File: src/rtl/pcs_pkg.sv
package pcs_pkg;
    localparam int PCS_PC_W  = 14;
    localparam int PCS_DEPTH = 8;
    localparam int PCS_PTR_W = $clog2(PCS_DEPTH);
    localparam int PCS_HI_W  = PCS_PC_W - 8;

    typedef logic [PCS_PC_W-1:0]  pc_t;
    typedef logic [PCS_PTR_W-1:0] ptr_t;

    typedef enum logic [2:0] {
        OP_NONE,
        OP_ADV,
        OP_JUMP,
        OP_CALL,
        OP_RET
    } op_e;

    function automatic pc_t build_target(input logic [7:0] lo, input logic [7:0] hi);
        return {hi[PCS_HI_W-1:0], lo};
    endfunction

    function automatic pc_t add_len(input pc_t pc, input logic [1:0] len);
        return pc + pc_t'(len);
    endfunction
endpackage

File: src/rtl/pcs_op_select.sv
module pcs_op_select
    import pcs_pkg::*;
(
    input  logic       adv,
    input  logic [1:0] len,
    input  logic       jmp,
    input  logic       call,
    input  logic       ret,
    output op_e        op
);
    always_comb begin
        if (call)                   op = OP_CALL;
        else if (jmp)               op = OP_JUMP;
        else if (ret)               op = OP_RET;
        else if (adv && len != 2'd0) op = OP_ADV;
        else                        op = OP_NONE;
    end
endmodule

File: src/rtl/pcs_ptr.sv
module pcs_ptr
    import pcs_pkg::*;
(
    input  logic clk,
    input  logic rst,
    input  op_e  op,
    output ptr_t ptr_q,
    output ptr_t ptr_up
);
    assign ptr_up = ptr_q + ptr_t'(1);

    always_ff @(posedge clk) begin
        if (rst)                 ptr_q <= '0;
        else if (op == OP_CALL)  ptr_q <= ptr_up;
        else if (op == OP_RET)   ptr_q <= ptr_q - ptr_t'(1);
    end
endmodule

File: src/rtl/pcs_pc_bank.sv
module pcs_pc_bank
    import pcs_pkg::*;
(
    input  logic clk,
    input  logic rst,
    input  logic wr_en,
    input  ptr_t wr_idx,
    input  pc_t  wr_data,
    input  ptr_t rd_idx,
    output pc_t  rd_data
);
    pc_t entry_q [PCS_DEPTH];

    for (genvar g = 0; g < PCS_DEPTH; g++) begin : g_entry
        always_ff @(posedge clk) begin
            if (rst)
                entry_q[g] <= '0;
            else if (wr_en && wr_idx == ptr_t'(g))
                entry_q[g] <= wr_data;
        end
    end

    assign rd_data = entry_q[rd_idx];
endmodule

File: src/rtl/pc_call_stack.sv
module pc_call_stack
    import pcs_pkg::*;
(
    input  logic        clk,
    input  logic        rst,
    input  logic        adv_i,
    input  logic [1:0]  len_i,
    input  logic        jmp_i,
    input  logic        call_i,
    input  logic        ret_i,
    input  logic [7:0]  tgt_lo_i,
    input  logic [7:0]  tgt_hi_i,
    output logic [13:0] pc_o
);
    op_e  op;
    ptr_t ptr_q;
    ptr_t ptr_up;
    pc_t  active;
    pc_t  target;
    logic wr_en;
    ptr_t wr_idx;
    pc_t  wr_data;

    pcs_op_select u_sel (
        .adv  (adv_i),
        .len  (len_i),
        .jmp  (jmp_i),
        .call (call_i),
        .ret  (ret_i),
        .op   (op)
    );

    pcs_ptr u_ptr (
        .clk    (clk),
        .rst    (rst),
        .op     (op),
        .ptr_q  (ptr_q),
        .ptr_up (ptr_up)
    );

    assign target = build_target(tgt_lo_i, tgt_hi_i);

    always_comb begin
        wr_en   = 1'b0;
        wr_idx  = ptr_q;
        wr_data = target;
        unique case (op)
            OP_CALL: begin wr_en = 1'b1; wr_idx = ptr_up; end
            OP_JUMP: wr_en = 1'b1;
            OP_ADV:  begin wr_en = 1'b1; wr_data = add_len(active, len_i); end
            default: wr_en = 1'b0;
        endcase
    end

    pcs_pc_bank u_bank (
        .clk     (clk),
        .rst     (rst),
        .wr_en   (wr_en),
        .wr_idx  (wr_idx),
        .wr_data (wr_data),
        .rd_idx  (ptr_q),
        .rd_data (active)
    );

    assign pc_o = active;
endmodule

File: config.mk
export PLATFORM = sky130hd
export DESIGN_NAME = pc_call_stack
export DESIGN_NICKNAME = d
export VERILOG_FILES = /design/src/rtl/pcs_pkg.sv /design/src/rtl/pcs_op_select.sv /design/src/rtl/pcs_ptr.sv /design/src/rtl/pcs_pc_bank.sv /design/src/rtl/pc_call_stack.sv
export SDC_FILE = /design/constraint.sdc
export NUM_CORES = 1
export LEC_CHECK = 0
export ABC_AREA = 1
export ABC_CLOCK_PERIOD_IN_PS = 3580
export BUFFER_PORTS_ARGS = -buffer_cell sky130_fd_sc_hd__buf_2
export CAP_MARGIN = 20
export CORE_MARGIN = 2
export CORE_UTILIZATION = 61
export CTS_CLUSTER_SIZE = 16
export DETAILED_ROUTE_END_ITERATION = 7
export PLACE_DENSITY = 0.78
export SETUP_SLACK_MARGIN = 0.1
export SYNTH_ARGS = -nofsm -noshare
export SYNTH_HDL_FRONTEND = slang
export SYNTH_SLANG_ARGS = --single-unit
File: constraint.sdc
create_clock -name clk -period 3.58 [get_ports clk]
set_input_delay 0.179 -clock clk [delete_from_list [all_inputs] [get_ports clk]]
set_output_delay 0.179 -clock clk [all_outputs]
set_load 0.05 [all_outputs]
# Yosys cells after proc, flatten, opt, wreduce, memory -nomap -nowiden

Memories as Yosys holds them, arrays and structs flattened. A register that Yosys moved wholly into a read port is not among the register bits.
Cells that the tools add are included.

Add/sub/neg operators: 3
Equal/unequal tests: 11
Multiplexer cells: 45
Bitwise operators: 8
Reductions and logical operators: 13

Operators with widths:

| kind                  | number |
|---|---|
| $mux W14              | 9 |
| $mux W1               | 28 |
| $mux W3               | 8 |
| $eq A3 B3 Y1 const B  | 5 |
| $add A14 B2 Y14       | 1 |
| $eq A3 B2 Y1 const B  | 4 |
| $logic_and A1 B1 Y1   | 9 |
| $or A1 B1 Y1          | 8 |
| $eq A3 B1 Y1 const B  | 2 |
| $reduce_bool A2 Y1    | 2 |
| $add A3 B1 Y3 const B | 1 |
| $logic_not A3 Y1      | 1 |
| $reduce_or A3 Y1      | 1 |
| $sub A3 B1 Y3 const B | 1 |

Bits in registers: 3
Memory bits (writable): 112
Output and inout port bits: 14
Logic and storage cells: 82
Memories: 1

Memories:

| name           | words | width | read ports | clocked after memory_dff | write ports | RTL line          | RTL |
|---|---|---|---|---|---|---|---|
| u_bank.entry_q | 8     | 14    | 1          | 1                        | 8           | pcs_pc_bank.sv:12 | `pc_t entry_q [PCS_DEPTH];` |

# Longest topological paths before layout

Gate-level depths: netlist (run 1).

Word-level depth: 14
Depth in mapped cells: 19

# Modules after synthesis

Synthesis (run 1) repeated with hierarchy kept, for this count alone.

Cells, all modules: 818
Area, all modules: 6601.3 µm²

By module, submodules not included:

| module        | times used | cells an instance | area an instance (µm²) | seq. area each (µm²) |
|---|---|---|---|---|
| pcs_pc_bank   | 1          | 654               | 5708.0                 | 3363.2 |
| pc_call_stack | 1          | 113               | 594.3                  | 0.0 |
| pcs_ptr       | 1          | 41                | 252.7                  | 60.1 |
| pcs_op_select | 1          | 10                | 46.3                   | 0.0 |

# Worst setup path before layout (run 1)

No wires, ideal clock.

Path kind: reg2reg
Start point: reg (tool-made name)
End point: mem u_bank.entry_q[3][10] (netlist bit) (data pin)
Library setup time: 0.266 ns
Arrival time: 3.789 ns
Data required time: 3.314 ns
Path slack: -0.475 ns
Stages on the path, launching flop included: 18
Path through: dfxtp_1 -> buf_2 -> buf_4 -> buf_2 -> o21ai_0 -> o22ai_1 -> inv_1 -> o21ai_0 -> inv_1 -> fa_1 -> nor2_1 -> nand2_1 -> nor2_2 -> nand2_1 -> nand2_1 -> nand3_1 -> nand2_2 -> nor2_1

RTL lines:

| element   | RTL line |
|---|---|
| to (decl) | pcs_pc_bank.sv:12 |

==> impl_summary.md, run 1 <==
Synth
Counting every instance in the synthesized netlist gives 725. After synthesis, the most frequently instantiated cells are sky130_fd_sc_hd__nand2_1, sky130_fd_sc_hd__nor2_1, sky130_fd_sc_hd__edfxtp_1, sky130_fd_sc_hd__inv_1, sky130_fd_sc_hd__nand3_1. During synthesis, Yosys emitted a total of 0 warnings. The number of nets produced by synthesis is 755. The leading cell type by number of instances after synthesis is sky130_fd_sc_hd__nand2_1.

The netlist area before placement is ~6100 µm². The number of flip-flops and latches in the synthesized netlist is roughly 120. In this run the mean area of a mapped cell was approximately 8.5 µm². The async set-reset flop share out of synthesis is 0. Yosys attributes the largest share of cell area to sky130_fd_sc_hd__edfxtp_1, sky130_fd_sc_hd__nand2_1, sky130_fd_sc_hd__nor2_1.

Counting distinct cell types in the post-synthesis netlist gives 33. Among all flip-flop cells after synthesis, the most frequent one is sky130_fd_sc_hd__edfxtp_1. The cell taking the most area after synthesis is sky130_fd_sc_hd__edfxtp_1. The fraction of synthesized cell area taken by the top area cell type is 0.548. Yosys mapped a number of flops with a built-in enable equal to 112. The sequential share of the synthesized area is 0.567.

Clocking
The master cell of the clock root buffer is sky130_fd_sc_hd__clkbuf_8. The CTS clock-pin slew for the worst setup and hold paths is 50 ps. The H-tree level count is 4. The TritonCTS clock tree is yes.

The worst-skew pair later-pin latency is approximately 520 ps. The worst-case clock buffer depth is 2. Buffers inserted during clock tree synthesis total 17.

The sink count of the clock tree is between 100 and 150.

STA
Setup repair after global routing left no endpoint under its margin. The setup skew after layout is around 7.5 ps. The final setup violation count is 0. The final critical path time including I/O delays and setup is 3220 ps.

After layout, the worst setup slack is 361 ps. The final number of max-transition violations came to 0. The max-slew headroom at the worst pin is 0.394. The worst-margin pin slew is 906 ps. Across all hold checks on the routed design, the worst slack comes to 15.6 ps. The count of endpoints failing hold in the final timing report is 0.

The period utilization is 0.899. Setup total negative slack on the finished layout was measured at 0 ps. Derived from the worst setup path, the maximum achievable clock frequency is 0.311 GHz.

Cells and area
The core utilization of the finished layout is 0.711. The final layout contains approximately 800 nets. Of the cells placed in the final design, the portion with a size suffix greater than 1 is 0.120. The number of antenna diodes in the final layout is 0. The layout has 745 filler cells. Relative to the synthesized area, the layout overhead comes to 13.2%.

Die
For this configuration, the core starts out at a cell density of 0.628. The die outline width is 104 µm. The die covers 10,900 µm². The I/O pin count is 38. The area of the core is roughly 10000 µm². The die is 104 µm tall. The floorplan has 36 rows.

Placed design
At the placement stage, the worst setup path has a slack of ~360 ps. The congestion estimate from routability-driven global placement came to 0.838. The count of buffers inserted at the top-level ports is 35.

The post-DP HPWL is ~10000 µm.

Drt
The DRC violation total after the first TritonRoute iteration is between 500 and 600. The ratio of routed vias to standard cells is 5.72. The detailed-route wire length is approximately 16,000 µm.

The routed layout has 5,186 vias. The number of nets with antenna violations after detailed routing is 0. The routed length per instance is 17.7 µm. The pre-antenna-repair detailed-routing pass consisted of 7 iterations.

The DRC violation count after routing is 0.

Global routing
The number of antenna violations at the first check in global routing is 0. The wire length of the first global-routing pass is 25,100 µm. The via count of the first global-routing pass is around 5,000. The combined global-route utilization of all metal layers is 0.310. The largest net degree at the start of global routing is 51. Global routing finished with a remaining overflow of 0.

Power and ir drop
The reported leakage power is slightly above 3 nW. The logic gate share of total power is 0.211. Internal power comes to 2.74 mW. Summed over all nets, the switching power comes to approximately 1.2 mW.

The switching share of power is 0.308. The share of total power dissipated in the clock network is 0.365. The share of total power dissipated in sequential elements is 0.424. Dividing total power by cell area gives a power density of between 500 and 600 nW/µm².

Across the VDD grid, the largest voltage drop is around 0.34 mV. The overall power is 3.96 mW.

Worst setup path
The required time at the worst-slack endpoint is 3820 ps. The maximum net fanout on the critical path is 11. The critical path endpoint category is a flip-flop. STA classifies the critical path startpoint as a flip-flop. The critical path goes through inv_2, buf_4, o21ai_0, o22ai_1, nor2_1, a31oi_4, ha_1, inv_1, fa_1, nor2_1, nand2_1, nor2_2, nand2_1, nand2_1, nand3_1, nand2_2, nor2_1. The setup path with the least slack is of type reg2reg. For the worst setup path, the data arrival time is about 3500 ps.

On the worst path, the slowest cell contributes a delay of between 400 and 500 ps. The slowest stage of the critical path is the sky130_fd_sc_hd__fa_1 cell.

Flow run
The tool flagged a number of max-cap violations equal to 0.

Status
The flow ran to the end, and the final reports show no timing, DRC or antenna violations.

Hold path
The worst min-delay path class is in2reg.
## cell usage in the layout (no fill, tap or decap), drive strengths merged
master	instances
or2	5
clkbuf	22
dfxtp	6
nor2	140
mux2i	2
edfxtp	112
nand3	65
xor2	3
clkinv	10
o22ai	4
a21oi	23
nand2	189
o211ai	1
dlygate4sd3	1
o21ai	32
buf	46
a31oi	2
o2111ai	1
ha	5
fa	1
bufinv	1
inv	95
nand4	6
nand3b	1
## critical path: cells and delay by family (launching register included)
family | cells | cell delay, ps
AND/OR/NAND/NOR | 9 | 1090
adder cells (fa/ha/maj) | 2 | 630
AO/OA/AOI/OAI | 3 | 440
flip-flops | 1 | 410
buffers and inverters | 3 | 360
## routing by layer
layer	wire, µm	global-route usage
met5	0	0
met3	1800	0.0746
met1	6050	0.401
met4	590	0.149
met2	7630	0.493
## area by class of cell
class                   instances  area (µm²)  share of cell area
clock buffers                  22         433              0.0623
inverters                      98         368              0.0529
flip-flops and latches        118        3490               0.501
clock inverters                 8        60.1             0.00864
repair buffers                 47         268              0.0385
multi-input cells             480        2170               0.312
well taps                     133         166              0.0239
## through the flow
stage / cell area [µm²] / std cells
6_report: 6950 / 906
5_1_grt: 6950 / 906
4_1_cts: 6950 / 906
3_5_place_dp: 6450 / 875
3_3_place_gp: 6450 / 875
2_1_floorplan: 6160 / 725
## state kept, by name, indices dropped and copies added (netlist names), named ones only
signal	cells
u_bank.entry_q	112
u_ptr.ptr_q	3
## cell families (layout without fill, tap and decap cells)
family / Yosys count / count (layout) / synth area share
AO/OA/AOI/OAI: 63 / 63 / 0.0583
XOR/XNOR: 3 / 3 / 0.00428
flip-flops: 118 / 118 / 0.567
buffers and inverters: 127 / 175 / 0.0823
AND/OR/NAND/NOR: 406 / 406 / 0.271
multiplexers: 2 / 2 / 0.00326
adder cells (fa/ha/maj): 6 / 6 / 0.0134
## power by group through the flow
stage	logic [mW]	clock network, mW	registers [mW]
finish	0.835	1.45	1.68
global route	0.912	1.51	1.69
CTS	0.824	1.44	1.68
detailed placement	0.816	0	1.71
global placement	0.798	0	1.70
floorplan	0.607	0	1.69
## timing repair
item | 4_1_cts | 5_1_grt
resized for setup | 0 | 1
buffers inserted | 0 | 0
setup endpoints to repair | 0 | 23
hold buffers | 1 | 0
hold endpoints to repair | 4 | 0
## path summary, 6_finish.rpt
| check | start | to | slack (ps) | cells after the start |
|---|---|---|---|---|
| worst min-delay path | call_i | flip-flop | 20 | 3 |
| worst max-delay path | flip-flop | u_bank.entry_q[0][10] | 360 | 17 |
| worst max register to register | flip-flop | u_bank.entry_q[0][10] | 360 | 17 |
| worst min register to register | u_ptr.ptr_q[1] | flip-flop | 640 | 3 |
Power figures use the tool's default switching activity.
==> run 2: changes to the inputs <==
--- a/config.mk
+++ b/config.mk
@@ -13,6 +13,7 @@
 export CORE_UTILIZATION = 61
 export CTS_CLUSTER_SIZE = 16
 export DETAILED_ROUTE_END_ITERATION = 7
+export MAX_ROUTING_LAYER = met4
 export PLACE_DENSITY = 0.78
 export SETUP_SLACK_MARGIN = 0.1
 export SYNTH_ARGS = -nofsm -noshare
==> impl_summary.md, run 2 (same netlist as run 1, synthesis figures left out) <==
Worst setup path
The required time at the worst-slack endpoint is 3820 ps (about the same). The path type of the worst setup path is reg2reg (unchanged). The maximum net fanout on the critical path is 11 (unchanged). The setup slack on the worst flop-to-flop path came to 360 ps (about the same).

The sort of element at the start of the critical path is a flip-flop (unchanged). The destination of the worst register-to-register timing path is u_bank.entry_q[2][10] (was u_bank.entry_q[0][10]). The number of cells traversed by the worst register-to-register path was 17 (unchanged).

The critical path data arrival time was 3460 ps (about the same). The critical path endpoint category is a flip-flop (unchanged).

Global routing
The combined global-route utilization of all metal layers is 0.319 (was 0.310). The number of antenna violations at the first check in global routing is 0 (unchanged). The total overflow reported by the global router is 0 (unchanged). The wire length of the first global-routing pass was 25,200 µm (was 25,100 µm). The largest net degree at the start of global routing is 51 (unchanged). The via count of the first global-routing pass is 4,969 (was 4,965).

Cells and area
The final design area excluding fillers was 6950 µm² (unchanged). The commonest non-fill, non-tap cell in the layout is sky130_fd_sc_hd__nand2_1 (unchanged). The fraction of layout cells with a size suffix above 1 is 0.120 (unchanged).

The antenna diode count is 0 (unchanged). The sequential standard cell area is 3490 µm² (unchanged). The number of fill cells is 745 (unchanged). The number of flip-flops under the largest register name came to 112 (unchanged). Largest registers: u_bank.entry_q: 112 flops, u_ptr.ptr_q: 3 flops (unchanged). The number of nets in the final layout is 792 (unchanged). Most used cells in the layout excluding fill and tap cells: sky130_fd_sc_hd__nand2_1, sky130_fd_sc_hd__nor2_1, sky130_fd_sc_hd__edfxtp_1, sky130_fd_sc_hd__inv_1, sky130_fd_sc_hd__nand3_1 (unchanged). The number of standard cells in the final layout excluding fillers is 906 (unchanged). The register with the most flip-flops is u_bank.entry_q (unchanged).

The area of the multi-input gates is 2170 µm² (unchanged). The post-synthesis to final-layout area growth is 13.2% (unchanged).

Clocking
The master cell of the clock root buffer is sky130_fd_sc_hd__clkbuf_8 (unchanged). The sink count of the clock tree came to 118 (unchanged). The worst-skew pair later-pin latency was 530 ps (was 520 ps).

The H-tree level count was 4 (unchanged). The worst-case clock buffer depth is 2 (unchanged). The TritonCTS clock tree is yes (unchanged). The total CTS buffers came to 17 (unchanged). The CTS clock-pin slew for the worst setup and hold paths is 50 ps (about the same). The number of buffers inserted to repair setup after CTS is 0 (unchanged).

Status
Result of the run: finished clean (unchanged).

Hold path
The launch instance of the worst min-delay path is call_i (unchanged). The worst hold path depth came to 3 (unchanged). The worst min-delay path class is in2reg (unchanged).

STA
The final critical path time including I/O delays and setup came to 3220 ps (about the same). The maximum achievable frequency is 0.310 GHz (was 0.311 GHz). Unrepaired setup endpoints after global routing: false (unchanged).

The final setup violation count is 0 (unchanged). The period utilization was 0.900 (was 0.899). The worst hold slack after final layout is 8.48 ps (was 15.6 ps). The final number of max-transition violations is 0 (unchanged). The setup skew after layout came to 12.9 ps (was 7.49 ps). The max-slew headroom at the worst pin is 0.385 (was 0.394).

The worst-margin pin slew is 919 ps (was 906 ps). The total negative slack for setup checks is 0 ps (unchanged). The count of endpoints failing hold in the final timing report was 0 (unchanged).

Placed design
The post-place instance area was 6450 µm² (unchanged). The count of buffers inserted at the top-level ports is 35 (unchanged). The final estimated routing congestion in global placement came to 0.851 (was 0.838).

The number of placed instances, taps included is 875 (unchanged). The post-DP HPWL came to 9710 µm (unchanged).

Drt
The ratio of routed vias to standard cells is 5.78 (was 5.72). The DRC violation total after the first TritonRoute iteration is 643 (was 576). The DRC violation count after routing was 0 (unchanged).

The number of nets with antenna violations after detailed routing is 0 (unchanged). The detailed-routing iteration count for the pre-antenna-repair pass came to 7 (unchanged). The detailed-route wire length came to 16,200 µm (was 16,100 µm). The via count is 5,237 (was 5,186). The routed length per instance was 17.9 µm (was 17.7 µm).

Power and ir drop
The register share of total power is 0.424 (about the same). The logic gate share of total power came to 0.212 (was 0.211). The ratio of total power to cell area is 571 nW/µm² (was 570 nW/µm²).

The clock power share came to 0.365 (about the same). The design internal power is 2.74 mW (about the same). The largest voltage drop on the vdd net came to 0.342 mV (about the same). The net switching power of the design is 1.23 mW (was 1.22 mW). The reported leakage power is 3.05 nW (unchanged).

The switching share of power is 0.309 (was 0.308).

Die
The area of the core is 9770 µm² (unchanged). The starting density of the core was 0.628 (unchanged). The I/O pin count was 38 (unchanged).

The die outline width came to 104 µm (unchanged). The standard-cell row count is 36 (unchanged). The overall die area is 10,900 µm² (unchanged). The die boundary height was 104 µm (unchanged).

Flow run
The reported max-cap violation count is 0 (unchanged).
-- run 2: cell counts in the layout (fill, tap and decap cells not counted) --
No cell type changed its count.
-- run 2: final cells by class --
| cell class | instances | area share |
|---|---|---|
| sequential | 118 | 0.501 |
| multi-input combinational | 480 | 0.312 |
| clock buffer | 22 | 0.0623 |
| inverter | 98 | 0.0529 |
| timing repair buffer | 47 | 0.0385 |
| tap | 133 | 0.0239 |
| clock inverter | 8 | 0.00864 |
-- run 2: how the worst max path moves through the flow --
stage                                        to  slack (ps)  cells past startpoint
after global placement    u_bank.entry_q[3][12]         460                     17
after detailed placement  u_bank.entry_q[2][10]         360                     17
after CTS                 u_bank.entry_q[2][10]         320                     17
after floorplan           u_bank.entry_q[3][10]         270                     18
final                     u_bank.entry_q[2][10]         360                     17
after global routing      u_bank.entry_q[2][10]         160                     17
-- run 2: metal layers --
metal	up-vias	track usage	routed length [µm]
met5	-	-	0
met4	0	0.149	604
met3	75	0.0739	1730
met2	355	0.494	7720
met1	2394	0.401	6160
li1	2413	-	-
-- run 2: what timing repair did --
item,CTS,global route
hold buffers,1,0
endpoints found under the hold margin,4,0
gates resized for setup,0,1
endpoints found under the setup margin,0,23
-- run 2: through the flow --
stage | utilization | total power, mW | worst slack [ps]
global placement | 0.660 | 2.50 | 464
detailed placement | 0.660 | 2.52 | 364
finish | 0.711 | 3.97 | 356
floorplan | - | 2.29 | 268
CTS | 0.711 | 3.94 | 323
global route | 0.711 | 4.11 | 156
-- run 2: worst max-delay path, stage by stage, from the launching register on --
cell	delay (ps)
sky130_fd_sc_hd__dfxtp_2	410
sky130_fd_sc_hd__inv_2	100
sky130_fd_sc_hd__buf_4	200
sky130_fd_sc_hd__o21ai_0	120
sky130_fd_sc_hd__o22ai_1	140
sky130_fd_sc_hd__nor2_1	90
sky130_fd_sc_hd__a31oi_4	160
sky130_fd_sc_hd__ha_1	200
sky130_fd_sc_hd__inv_1	60
sky130_fd_sc_hd__fa_1	440
sky130_fd_sc_hd__nor2_1	190
sky130_fd_sc_hd__nand2_1	130
sky130_fd_sc_hd__nor2_2	230
sky130_fd_sc_hd__nand2_1	80
sky130_fd_sc_hd__nand2_1	60
sky130_fd_sc_hd__nand3_1	80
sky130_fd_sc_hd__nand2_2	170
sky130_fd_sc_hd__nor2_1	60
-- run 2: power by group through the flow --
stage	clock (mW)	sequential, mW	combinational [mW]
detailed placement	0	1.71	0.816
CTS	1.44	1.68	0.824
global placement	0	1.70	0.798
global route	1.51	1.69	0.912
floorplan	0	1.69	0.607
finish	1.45	1.68	0.839
